$ cat src/rtl/urx_pkg.sv
`timescale 1ns/1ps
package urx_pkg;
   localparam int unsigned MAXB = 9;

   typedef struct packed {
      logic [MAXB-1:0] data;
      logic            fe;
      logic            pe;
      logic            dor;
   } rx_char_t;

   typedef enum logic [2:0] {
      ST_IDLE,
      ST_START,
      ST_DATA,
      ST_PAR,
      ST_STOP
   } urx_state_e;
endpackage

$ cat src/rtl/urx_tick_gen.sv
`timescale 1ns/1ps
module urx_tick_gen #(
   parameter int unsigned W = 12
) (
   input  logic         clk,
   input  logic         rst_n,
   input  logic         en,
   input  logic [W-1:0] div,
   output logic         tick
);
   generate
      if (W < 1) begin : g_bad_w
         $error("urx_tick_gen: W must be at least 1");
      end
   endgenerate

   logic [W-1:0] cnt;

   assign tick = en && (cnt == div);

   always_ff @(posedge clk or negedge rst_n) begin
      if (!rst_n)          cnt <= '0;
      else if (!en || tick) cnt <= '0;
      else                 cnt <= cnt + 1'b1;
   end
endmodule

$ cat src/rtl/urx_frame_fsm.sv
`timescale 1ns/1ps
module urx_frame_fsm
   import urx_pkg::*;
#(
   parameter int unsigned OSR_NORM    = 16,
   parameter int unsigned OSR_FAST    = 8,
   parameter int unsigned SYNC_STAGES = 2
) (
   input  logic       clk,
   input  logic       rst_n,
   input  logic       en,
   input  logic       tick,
   input  logic       rx_raw,
   input  logic       dbl_speed,
   input  logic [2:0] char_bits,
   input  logic       par_en,
   input  logic       par_odd,
   input  logic       mpc_mode,
   output logic       start_evt,
   output logic       done,
   output rx_char_t   done_char
);
   localparam int unsigned SCW = $clog2(OSR_NORM + 1);

   generate
      if (OSR_FAST < 4 || OSR_FAST >= OSR_NORM || (OSR_NORM % 2) != 0 || (OSR_FAST % 2) != 0) begin : g_bad_osr
         $error("urx_frame_fsm: oversampling ratios must be even, fast >= 4 and fast < normal");
      end
      if (SYNC_STAGES < 1) begin : g_bad_sync
         $error("urx_frame_fsm: at least one synchronizer stage required");
      end
   endgenerate

   // line synchronizer
   logic [SYNC_STAGES-1:0] sync_q;
   generate
      if (SYNC_STAGES == 1) begin : g_sync1
         always_ff @(posedge clk or negedge rst_n) begin
            if (!rst_n) sync_q <= '1;
            else        sync_q <= rx_raw;
         end
      end else begin : g_syncn
         always_ff @(posedge clk or negedge rst_n) begin
            if (!rst_n) sync_q <= '1;
            else        sync_q <= {sync_q[SYNC_STAGES-2:0], rx_raw};
         end
      end
   endgenerate

   logic rx_s;
   assign rx_s = sync_q[SYNC_STAGES-1];

   urx_state_e      st;
   logic [SCW-1:0]  scnt, scnt_nx, osr, mid0, mid1, mid2;
   logic [1:0]      votes;
   logic [3:0]      bidx, len;
   logic [MAXB-1:0] shreg;
   logic            par_acc, par_bad, prev, bit_maj, accept;

   assign osr     = dbl_speed ? SCW'(OSR_FAST) : SCW'(OSR_NORM);
   assign mid0    = osr >> 1;
   assign mid1    = mid0 + 1'b1;
   assign mid2    = mid0 + 2'd2;
   assign scnt_nx = scnt + 1'b1;
   assign len     = (char_bits >= 3'd4) ? 4'd9 : ({1'b0, char_bits} + 4'd5);
   assign bit_maj = (votes[1] & votes[0]) | (votes[1] & rx_s) | (votes[0] & rx_s);
   assign accept  = !(mpc_mode && (len == 4'd9) && !shreg[MAXB-1]);

   always_ff @(posedge clk or negedge rst_n) begin
      if (!rst_n) begin
         st        <= ST_IDLE;
         scnt      <= '0;
         votes     <= '0;
         bidx      <= '0;
         shreg     <= '0;
         par_acc   <= 1'b0;
         par_bad   <= 1'b0;
         prev      <= 1'b1;
         start_evt <= 1'b0;
         done      <= 1'b0;
         done_char <= '0;
      end else begin
         prev      <= rx_s;
         start_evt <= 1'b0;
         done      <= 1'b0;
         if (!en) begin
            st <= ST_IDLE;
         end else if (st == ST_IDLE) begin
            if (prev && !rx_s) begin
               st      <= ST_START;
               scnt    <= '0;
               bidx    <= '0;
               shreg   <= '0;
               par_acc <= 1'b0;
               par_bad <= 1'b0;
            end
         end else if (tick) begin
            scnt <= scnt_nx;
            if (scnt_nx == mid0 || scnt_nx == mid1) votes <= {votes[0], rx_s};
            if (scnt_nx == mid2) begin
               case (st)
                  ST_START: begin
                     if (bit_maj) st <= ST_IDLE;
                     else         start_evt <= 1'b1;
                  end
                  ST_DATA: begin
                     shreg[bidx] <= bit_maj;
                     par_acc     <= par_acc ^ bit_maj;
                     bidx        <= bidx + 1'b1;
                  end
                  ST_PAR: par_bad <= bit_maj ^ par_acc ^ par_odd;
                  ST_STOP: begin
                     st        <= ST_IDLE;
                     done      <= accept;
                     done_char <= '{data: shreg, fe: !bit_maj, pe: par_en & par_bad, dor: 1'b0};
                  end
                  default: ;
               endcase
            end
            if (scnt_nx == osr) begin
               scnt <= '0;
               case (st)
                  ST_START: st <= ST_DATA;
                  ST_DATA:  if (bidx == len) st <= par_en ? ST_PAR : ST_STOP;
                  ST_PAR:   st <= ST_STOP;
                  default: ;
               endcase
            end
         end
      end
   end
endmodule

$ cat src/rtl/urx_char_queue.sv
`timescale 1ns/1ps
module urx_char_queue
   import urx_pkg::*;
#(
   parameter  int unsigned DEPTH = 2,
   localparam int unsigned CW    = $clog2(DEPTH + 1)
) (
   input  logic          clk,
   input  logic          rst_n,
   input  logic          flush,
   input  logic          push,
   input  rx_char_t      push_char,
   input  logic          start_evt,
   input  logic          pop,
   output rx_char_t      head,
   output logic          head_valid,
   output logic [CW-1:0] level
);
   generate
      if (DEPTH < 1) begin : g_bad_depth
         $error("urx_char_queue: DEPTH must be at least 1");
      end
   endgenerate

   rx_char_t      ent [DEPTH];
   rx_char_t      hold;
   logic          hold_v;
   logic [CW-1:0] count, cnt_ap;
   logic          do_pop, drain, take, ovr;

   assign do_pop = pop && (count != '0);
   assign cnt_ap = count - CW'(do_pop);
   assign drain  = hold_v && (cnt_ap < CW'(DEPTH));
   assign take   = push && (!hold_v || drain);
   assign ovr    = start_evt && hold_v && !drain;

   always_ff @(posedge clk or negedge rst_n) begin
      if (!rst_n)     count <= '0;
      else if (flush) count <= '0;
      else            count <= cnt_ap + CW'(drain);
   end

   always_ff @(posedge clk or negedge rst_n) begin
      if (!rst_n) begin
         hold   <= '0;
         hold_v <= 1'b0;
      end else if (flush) begin
         hold_v <= 1'b0;
      end else if (take) begin
         hold   <= push_char;
         hold_v <= 1'b1;
      end else if (drain) begin
         hold_v <= 1'b0;
      end else if (ovr) begin
         hold.dor <= 1'b1;
      end
   end

   always_ff @(posedge clk or negedge rst_n) begin
      if (!rst_n) begin
         for (int i = 0; i < DEPTH; i++) ent[i] <= '0;
      end else begin
         for (int i = 0; i < DEPTH; i++) begin
            if (drain && cnt_ap == CW'(i))        ent[i] <= hold;
            else if (do_pop && i < int'(DEPTH) - 1) ent[i] <= ent[i+1];
         end
      end
   end

   assign head       = ent[0];
   assign head_valid = (count != '0);
   assign level      = count;
endmodule

$ cat src/rtl/uart_rx_buffered.sv
`timescale 1ns/1ps
module uart_rx_buffered
   import urx_pkg::*;
#(
   parameter  int unsigned PRESC_W     = 12,
   parameter  int unsigned DEPTH       = 2,
   parameter  int unsigned OSR_NORM    = 16,
   parameter  int unsigned OSR_FAST    = 8,
   parameter  int unsigned SYNC_STAGES = 2,
   localparam int unsigned LVL_W       = $clog2(DEPTH + 1)
) (
   input  logic               clk,
   input  logic               rst_n,
   input  logic               rx_en,
   input  logic               rx_line,
   input  logic [PRESC_W-1:0] baud_div,
   input  logic               dbl_speed,
   input  logic [2:0]         char_bits,
   input  logic               par_en,
   input  logic               par_odd,
   input  logic               mpc_mode,
   input  logic               rxc_ie,
   input  logic               gie,
   input  logic               rd_pop,
   output logic [MAXB-1:0]    rd_data,
   output logic               rd_fe,
   output logic               rd_pe,
   output logic               rd_dor,
   output logic               rd_valid,
   output logic               irq
);
   logic             tick, start_evt, done, hv;
   rx_char_t         done_char, head;
   logic [LVL_W-1:0] q_level;

   urx_tick_gen #(.W(PRESC_W)) u_tick (
      .clk  (clk),
      .rst_n(rst_n),
      .en   (rx_en),
      .div  (baud_div),
      .tick (tick)
   );

   urx_frame_fsm #(
      .OSR_NORM   (OSR_NORM),
      .OSR_FAST   (OSR_FAST),
      .SYNC_STAGES(SYNC_STAGES)
   ) u_fsm (
      .clk      (clk),
      .rst_n    (rst_n),
      .en       (rx_en),
      .tick     (tick),
      .rx_raw   (rx_line),
      .dbl_speed(dbl_speed),
      .char_bits(char_bits),
      .par_en   (par_en),
      .par_odd  (par_odd),
      .mpc_mode (mpc_mode),
      .start_evt(start_evt),
      .done     (done),
      .done_char(done_char)
   );

   urx_char_queue #(.DEPTH(DEPTH)) u_queue (
      .clk       (clk),
      .rst_n     (rst_n),
      .flush     (!rx_en),
      .push      (done),
      .push_char (done_char),
      .start_evt (start_evt),
      .pop       (rd_pop),
      .head      (head),
      .head_valid(hv),
      .level     (q_level)
   );

   assign rd_valid = hv;
   assign rd_data  = hv ? head.data : '0;
   assign rd_fe    = hv & head.fe;
   assign rd_pe    = hv & head.pe;
   assign rd_dor   = hv & head.dor;

   always_ff @(posedge clk or negedge rst_n) begin
      if (!rst_n) irq <= 1'b0;
      else        irq <= rxc_ie & gie & hv;
   end
endmodule

$ cat config.mk
export PLATFORM = sky130hd
export DESIGN_NAME = uart_rx_buffered
export DESIGN_NICKNAME = d
export VERILOG_FILES = /design/src/rtl/urx_pkg.sv /design/src/rtl/urx_tick_gen.sv /design/src/rtl/urx_frame_fsm.sv /design/src/rtl/urx_char_queue.sv /design/src/rtl/uart_rx_buffered.sv
export SDC_FILE = /design/constraint.sdc
export NUM_CORES = 1
export LEC_CHECK = 0
export ABC_AREA = 1
export BUFFER_PORTS_ARGS = -buffer_cell sky130_fd_sc_hd__buf_2
export CORE_AREA = 10 10 107 109
export CTS_CLUSTER_SIZE = 40
export DETAILED_ROUTE_END_ITERATION = 16
export DIE_AREA = 0 0 117 119
export GPL_TIMING_DRIVEN = 0
export PLACE_DENSITY = 0.73
export SKIP_CTS_REPAIR_TIMING = 1
export SYNTH_ARGS = -nofsm -noshare
export SYNTH_HDL_FRONTEND = slang
export SYNTH_HIERARCHICAL = 1
export SYNTH_SLANG_ARGS = --single-unit
$ cat constraint.sdc
create_clock -name clk -period 6.3 [get_ports clk]
set_clock_uncertainty 0.1 [all_clocks]
set_input_delay 1.26 -clock clk [delete_from_list [all_inputs] [get_ports clk]]
set_output_delay 1.26 -clock clk [all_outputs]
set_load 0.02 [all_outputs]
# Yosys cells after proc, flatten, opt, wreduce, memory -nomap -nowiden
# Index checks and enable logic that the tools add are counted.
[totals] output_inout_bits=14 inputBits=26 ff_bits=93 wordCells=173
[op_classes] add_sub_neg=8 eq_ne=17 n_reduce_logical=39 muxes=61 n_bitwise=14 order_cmp=4
[ops] operator="9-bit 2-to-1 mux" count=6
[ops] operator="12-bit 2-to-1 mux" count=3
[ops] operator="1-bit 2-to-1 mux" count=27
[ops] operator="3-bit 2-to-1 mux" count=9
[ops] operator="5-bit 2-to-1 mux" count=5
[ops] operator="4-bit 2-to-1 mux" count=6
[ops] operator="5-bit == test" count=3
[ops] operator="5-bit AND reduction" count=3
[ops] operator="2-bit nonzero test" count=7
[ops] operator="12-bit by 1-bit adder with 12-bit output, second input constant" count=1
[ops] operator="12-bit == test" count=1
[ops] operator="1-bit logical AND" count=12
[ops] operator="1-bit AND" count=9
[ops] operator="9-bit bitwise mux" count=1
[ops] operator="3-bit one-hot mux with 3 select lines" count=1
[ops] operator="1-bit logical NOT" count=7
[ops] operator="3-bit by 2-bit == test with 1-bit output, second input constant" count=2
[ops] operator="3-bit by 1-bit inequality test with 1-bit output, second input constant" count=2
[ops] operator="3-bit one-hot mux with 2 select lines" count=1
[ops] operator="3-bit AND reduction" count=2
[ops] operator="4-bit by 1-bit adder with 5-bit output, second input constant" count=1
[ops] operator="4-bit by 2-bit adder with 5-bit output, second input constant" count=1
[ops] operator="5-bit by 1-bit adder with 5-bit output, second input constant" count=1
[ops] operator="5-bit by 4-bit == test with 1-bit output" count=1
[ops] operator="other kinds (25)" count=31

# Longest topological paths before layout
[depth] word_depth=12 ltp_mapped=15 ltp_nobuf=14

# Cells and area by module
# The synthesis kept the hierarchy.
[modules_own_cells] mod="urx_frame_fsm" instances=1 seq_area_each_um2=1029.7 area_per_inst_um2=2223.4 cells_per_inst=266
[modules_own_cells] mod="urx_char_queue" instances=1 seq_area_each_um2=975.9 area_per_inst_um2=1893.1 cells_per_inst=216
[modules_own_cells] mod="urx_tick_gen" instances=1 seq_area_each_um2=300.3 area_per_inst_um2=792.0 cells_per_inst=115
[modules_own_cells] mod="uart_rx_buffered" instances=1 seq_area_each_um2=25.0 area_per_inst_um2=141.4 cells_per_inst=30

# Worst setup path before layout
# Ideal clock, no wire load.
[synth_path] path_type="input -> register" from="input baud_div[8]" to="register u_fsm.bidx[0]" setup_slack_ps=3429 n_path_buf=1 setup_ps=124 t_arrival_ps=2647 cell_stages=15 required_time_ps=6076 cell_sequence="inv_1 -> nand2_1 -> nand2_1 -> nand2_1 -> nor2_1 -> nand3_2 -> nor2_1 -> nand2_2 -> o21ai_2 -> nand2_1 -> nor3_4 -> nand2_2 -> buf_6 -> a21oi_1 -> a21oi_1"
[synth_between] elab_chain_len=4
[synth_lines] element="start, declared" line="uart_rx_buffered.sv:16" rtl="input logic [PRESC_W-1:0] baud_div,"
[synth_lines] element="12-bit == test" line="urx_tick_gen.sv:19" rtl="assign tick = en && (cnt == div);"
[synth_lines] element="1-bit logical AND" line="urx_tick_gen.sv:19"
[synth_lines] element="via tick" line="uart_rx_buffered.sv:32" rtl="logic tick, start_evt, done, hv;"
[synth_lines] element="2-bit nonzero test (no source line)"
[synth_lines] element="5-bit AND reduction (no source line)"
[synth_lines] element="end signal, assigned" line="urx_frame_fsm.sv:109" rtl="bidx <= bidx + 1'b1;"
[synth_lines] element="end, declared" line="urx_frame_fsm.sv:56" rtl="logic [3:0] bidx, len;"
# The timed path passes the listed nets, and every way through them passes these cells.
# A chain may end at the register's enable or synchronous reset.

# Final worst setup path
[layout_path] from="input baud_div[8]" to="register u_fsm.bidx[2]"
# The elaborated chain is that of the path after synthesis.

==> impl_metrics.yaml <==
status:
  outcome: "finished, final reports clean"
sta:
  period_needed_ps: 3052
  rsz0062_at_grt: "no"
  slew_viol_final: 0
  fin_crit_sh_pct: 48.44
  fin_ws_ps: 3248
  clock.fmax_ghz: 0.3277
  setup_viol: 0
  setup_tns_ps: 0
  finalHoldViolations: 0
  max-slew-margin-rel_pct: 46.67
  tightest_slew_ps: 791.7
grt:
  grtUsageTotal_pct: 14.29
  use_met2_pct: 24.62
  grt_use_met3_pct: 2.309
  grt_busiest_layer: "met2"
  grt_overflow_total: 0
  grtUsageMet1_pct: 17.35
  grt_max_degree: 74
  grt_pass1_vias: 3874
  grt_pass1_wl_mm: 16.72
  antenna_found_initial: 0
pwr:
  p_seq_share_pct: 53.2
  switching_power_uw: 353.9
  swShare_pct: 30.08
  p_comb_share_pct: 13.2
  p_int_uw: 822.9
  leakagePower_uw: 0.002991
  p_clk_share_pct: 33.6
  power_density_nw_per_um2: 209.3
  max-vdd-ir-drop_v: 0.0001280
  total_power_uw: 1177
cells_and_area:
  area_growth_pct: 11.35
  drive_gt1_share_pct: 16.98
  fin_nets: 715
  final_cell_area_um2: 5623
  num_antenna_cells: 0
placed_design:
  hpwl_mm: 7.304
  gp_congestion: 0.8091
  postPlaceCellArea_um2: 5418
  port_buffers: 39
  dpl_worst_slack_ps: 2968
hold_path:
  min_path_type: "reg -> reg"
  worstHoldStart: "u_fsm/sync_q[0]"
  min_to: "u_fsm/sync_q[1]"
  whs_path_depth: 0
yosys:
  synth_area_per_cell_um2: 8.054
  synth_ff_type: "dfrtp_1"
  ys_seq_area_share_pct: 46.16
  synth-edff-count: 0
  synth_warnings: 6
  netlist_instances: 627
  netlist-cell-type-count: 36
  synth-async-reset-ratio_pct: 100.0
  syn_area_um2: 5050
  synth_fp_nets: 664
  ys_seq_elements: 93
routing:
  drtPass1Iterations: 5
  vias: 3992
  ant_nets: 0
  vias_per_cell: 5.009
  drt_iter0_drc: 157
  wl_per_cell_um: 12.03
  wirelength_mm: 9.585
  post-route-drc-count: 0
clock_tree:
  cts_max_level: 3
  cts_buffers: 9
  cts_tree: "done"
  clock_sinks: 93
  clock_latency_ps: 360
  cts_buffer_depth: 2
  cts_root_buf: "clkbuf_8"
  clk_pin_slew_ps: 110
run:
  maxCapViolCount: 0
setup_path:
  critPathKind: "in -> reg"
  crit_path_frequent_cell: "nand2_1"
  slowest_delay_ps: 280
  r2r-end: "u_fsm/bidx[2]"
  cpMaxStageDelayCell: "nor3_4"
  r2r_cells: 14
  worst_ep_arrival_time_ps: 3200
  crit_fanout: 10
  startpoint_type: "input port"
  r2r_slack_ps: 3750
  reg2reg_from: "u_tick/cnt[8]"
  cp_cell_sequence: "buf_2 > inv_1 > nand2_1 > nand2_1 > nand2_1 > nor2_1 > nand3_2 > nor2_1 > nand2_2 > o21ai_2 > nand2_1 > nor3_4 > nand2_2 > buf_6 > o31ai_1"
  crit_path_end_kind: "register"
  required_ps: 6450
die:
  die_height_um: 119
  die-area_um2: 13920
  rows: 36
  num_io_pins: 40
  dieWidth_um: 117
  start_util_pct: 53.39
  coreArea_um2: 9459
Yosys cell counts, types with 2 or more instances:
library cell / number / share of area [%]
nand2_1: 194 / 14
dfrtp_1: 90 / 45
inv_1: 77 / 5.7
nand3_1: 61 / 6.0
nor2_1: 35 / 2.6
buf_4: 18 / 2.7
o21ai_0: 16 / 1.6
a21oi_1: 14 / 1.4
o21ai_1: 13 / 1.3
xor2_1: 12 / 2.1
ha_1: 11 / 2.7
o22ai_1: 9 / 1.1
buf_6: 8 / 1.8
o21a_1: 8 / 1.2
xnor2_1: 8 / 1.4
nand4_1: 7 / 0.87
inv_2: 5 / 0.37
nor2_2: 5 / 0.62
nand2_2: 4 / 0.50
nand2_4: 4 / 0.89
clkbuf_1: 3 / 0.22
dfstp_2: 3 / 1.6
nand3_2: 3 / 0.59
nand3_4: 3 / 1.0
o31ai_1: 3 / 0.45
nor3_4: 2 / 0.64
o21ai_2: 2 / 0.35
cells by family after synthesis:
kind of cell,after synthesis,synth area share [%]
and+or+nand+nor,322,28.82
buffers and inverters,112,10.88
DFF,93,46.16
AOI/OAI and AO/OA,67,7.656
xor gates and xnor gates,20,3.469
adders and majority gates,11,2.725
other,1,0.07426
muxes,1,0.2230
metal layers:
metal	wire length [µm]	part of all wire, %
met2	4701	49
met4	129	1.3
met5	0	0
met1	4346	45
met3	407	4.2
layout make-up:
class	instances	area, µm²
Inverter	82	307.8
Fill cell	852	3836
Clock inverter	7	81.33
Timing Repair Buffer	40	225.2
Tap cell	114	142.6
Sequential cell	93	2331
Multi-Input combinational cell	422	2170
Clock buffer	9	123.9
Buffer	30	241.5
how the worst max path moves through the flow:
stage                      startpoint               to  slack [ps]  depth (start not counted)
final                     baud_div[8]    u_fsm/bidx[2]        3250                         15
after global routing      baud_div[8]    u_fsm/bidx[2]        3030                         15
after CTS                 baud_div[8]    u_fsm/bidx[2]        3290                         15
after detailed placement  baud_div[8]    u_fsm/bidx[2]        2970                         15
after global placement          rst_n  u_queue/head[3]        3000                          1
after floorplan           baud_div[8]    u_fsm/bidx[0]        3430                         15
cells in the final DEF, fill, tap and decap left out, types with 2 or more instances in the layout:
| cell | n |
|---|---|
| dfstp_2 | 3 |
| buf_4 | 19 |
| nand4_1 | 7 |
| inv_2 | 5 |
| nor3_4 | 2 |
| clkinv_8 | 2 |
| nand3_1 | 61 |
| buf_2 | 39 |
| xnor2_1 | 8 |
| ha_1 | 11 |
| buf_6 | 8 |
| nand2_1 | 194 |
| o22ai_1 | 9 |
| nand2_2 | 4 |
| nand3_2 | 3 |
| inv_1 | 77 |
| o21ai_2 | 2 |
| inv_8 | 2 |
| xor2_1 | 12 |
| clkbuf_8 | 9 |
| o21ai_1 | 13 |
| nand3_4 | 3 |
| a21oi_1 | 14 |
| nor2_1 | 35 |
| o21a_1 | 8 |
| clkbuf_1 | 3 |
| o21ai_0 | 16 |
| clkinv_4 | 3 |
| dfrtp_1 | 90 |
| nor2_2 | 5 |
| o31ai_1 | 3 |
| nand2_4 | 4 |
through the flow:
step	instances	hold slack (ps)	util [%]
floorplan	627	245.2	-
global placement	780	245.2	56.96
detailed placement	781	255.6	57.28
CTS	797	266.1	59.44
global route	797	267.4	59.44
finish	797	256.1	59.44
flip-flops by register name, indices dropped and copies added, names as in the netlist, 3 cells and up:
register and count:
u_queue/ent 12, u_queue/head 12, u_queue/hold 12, u_tick/cnt 12, u_fsm/done_char 11, u_fsm/shreg 9
u_fsm/scnt 5, u_fsm/bidx 4, u_fsm/st 3
critical path, delay by kind of cell:
family | cells | cell delay [ps]
buffers and inverters | 3 | 320
AOI/OAI and AO/OA | 2 | 300
and+or+nand+nor | 10 | 1320
power groups by stage:
stage | combinational, µW | clock [µW] | sequential, µW
floorplan | 107 | 0 | 635
global placement | 149 | 0 | 637
detailed placement | 156 | 0 | 638
CTS | 158 | 409 | 626
global route | 178 | 430 | 629
finish | 156 | 395 | 626
(Power assumes the default switching activity.)
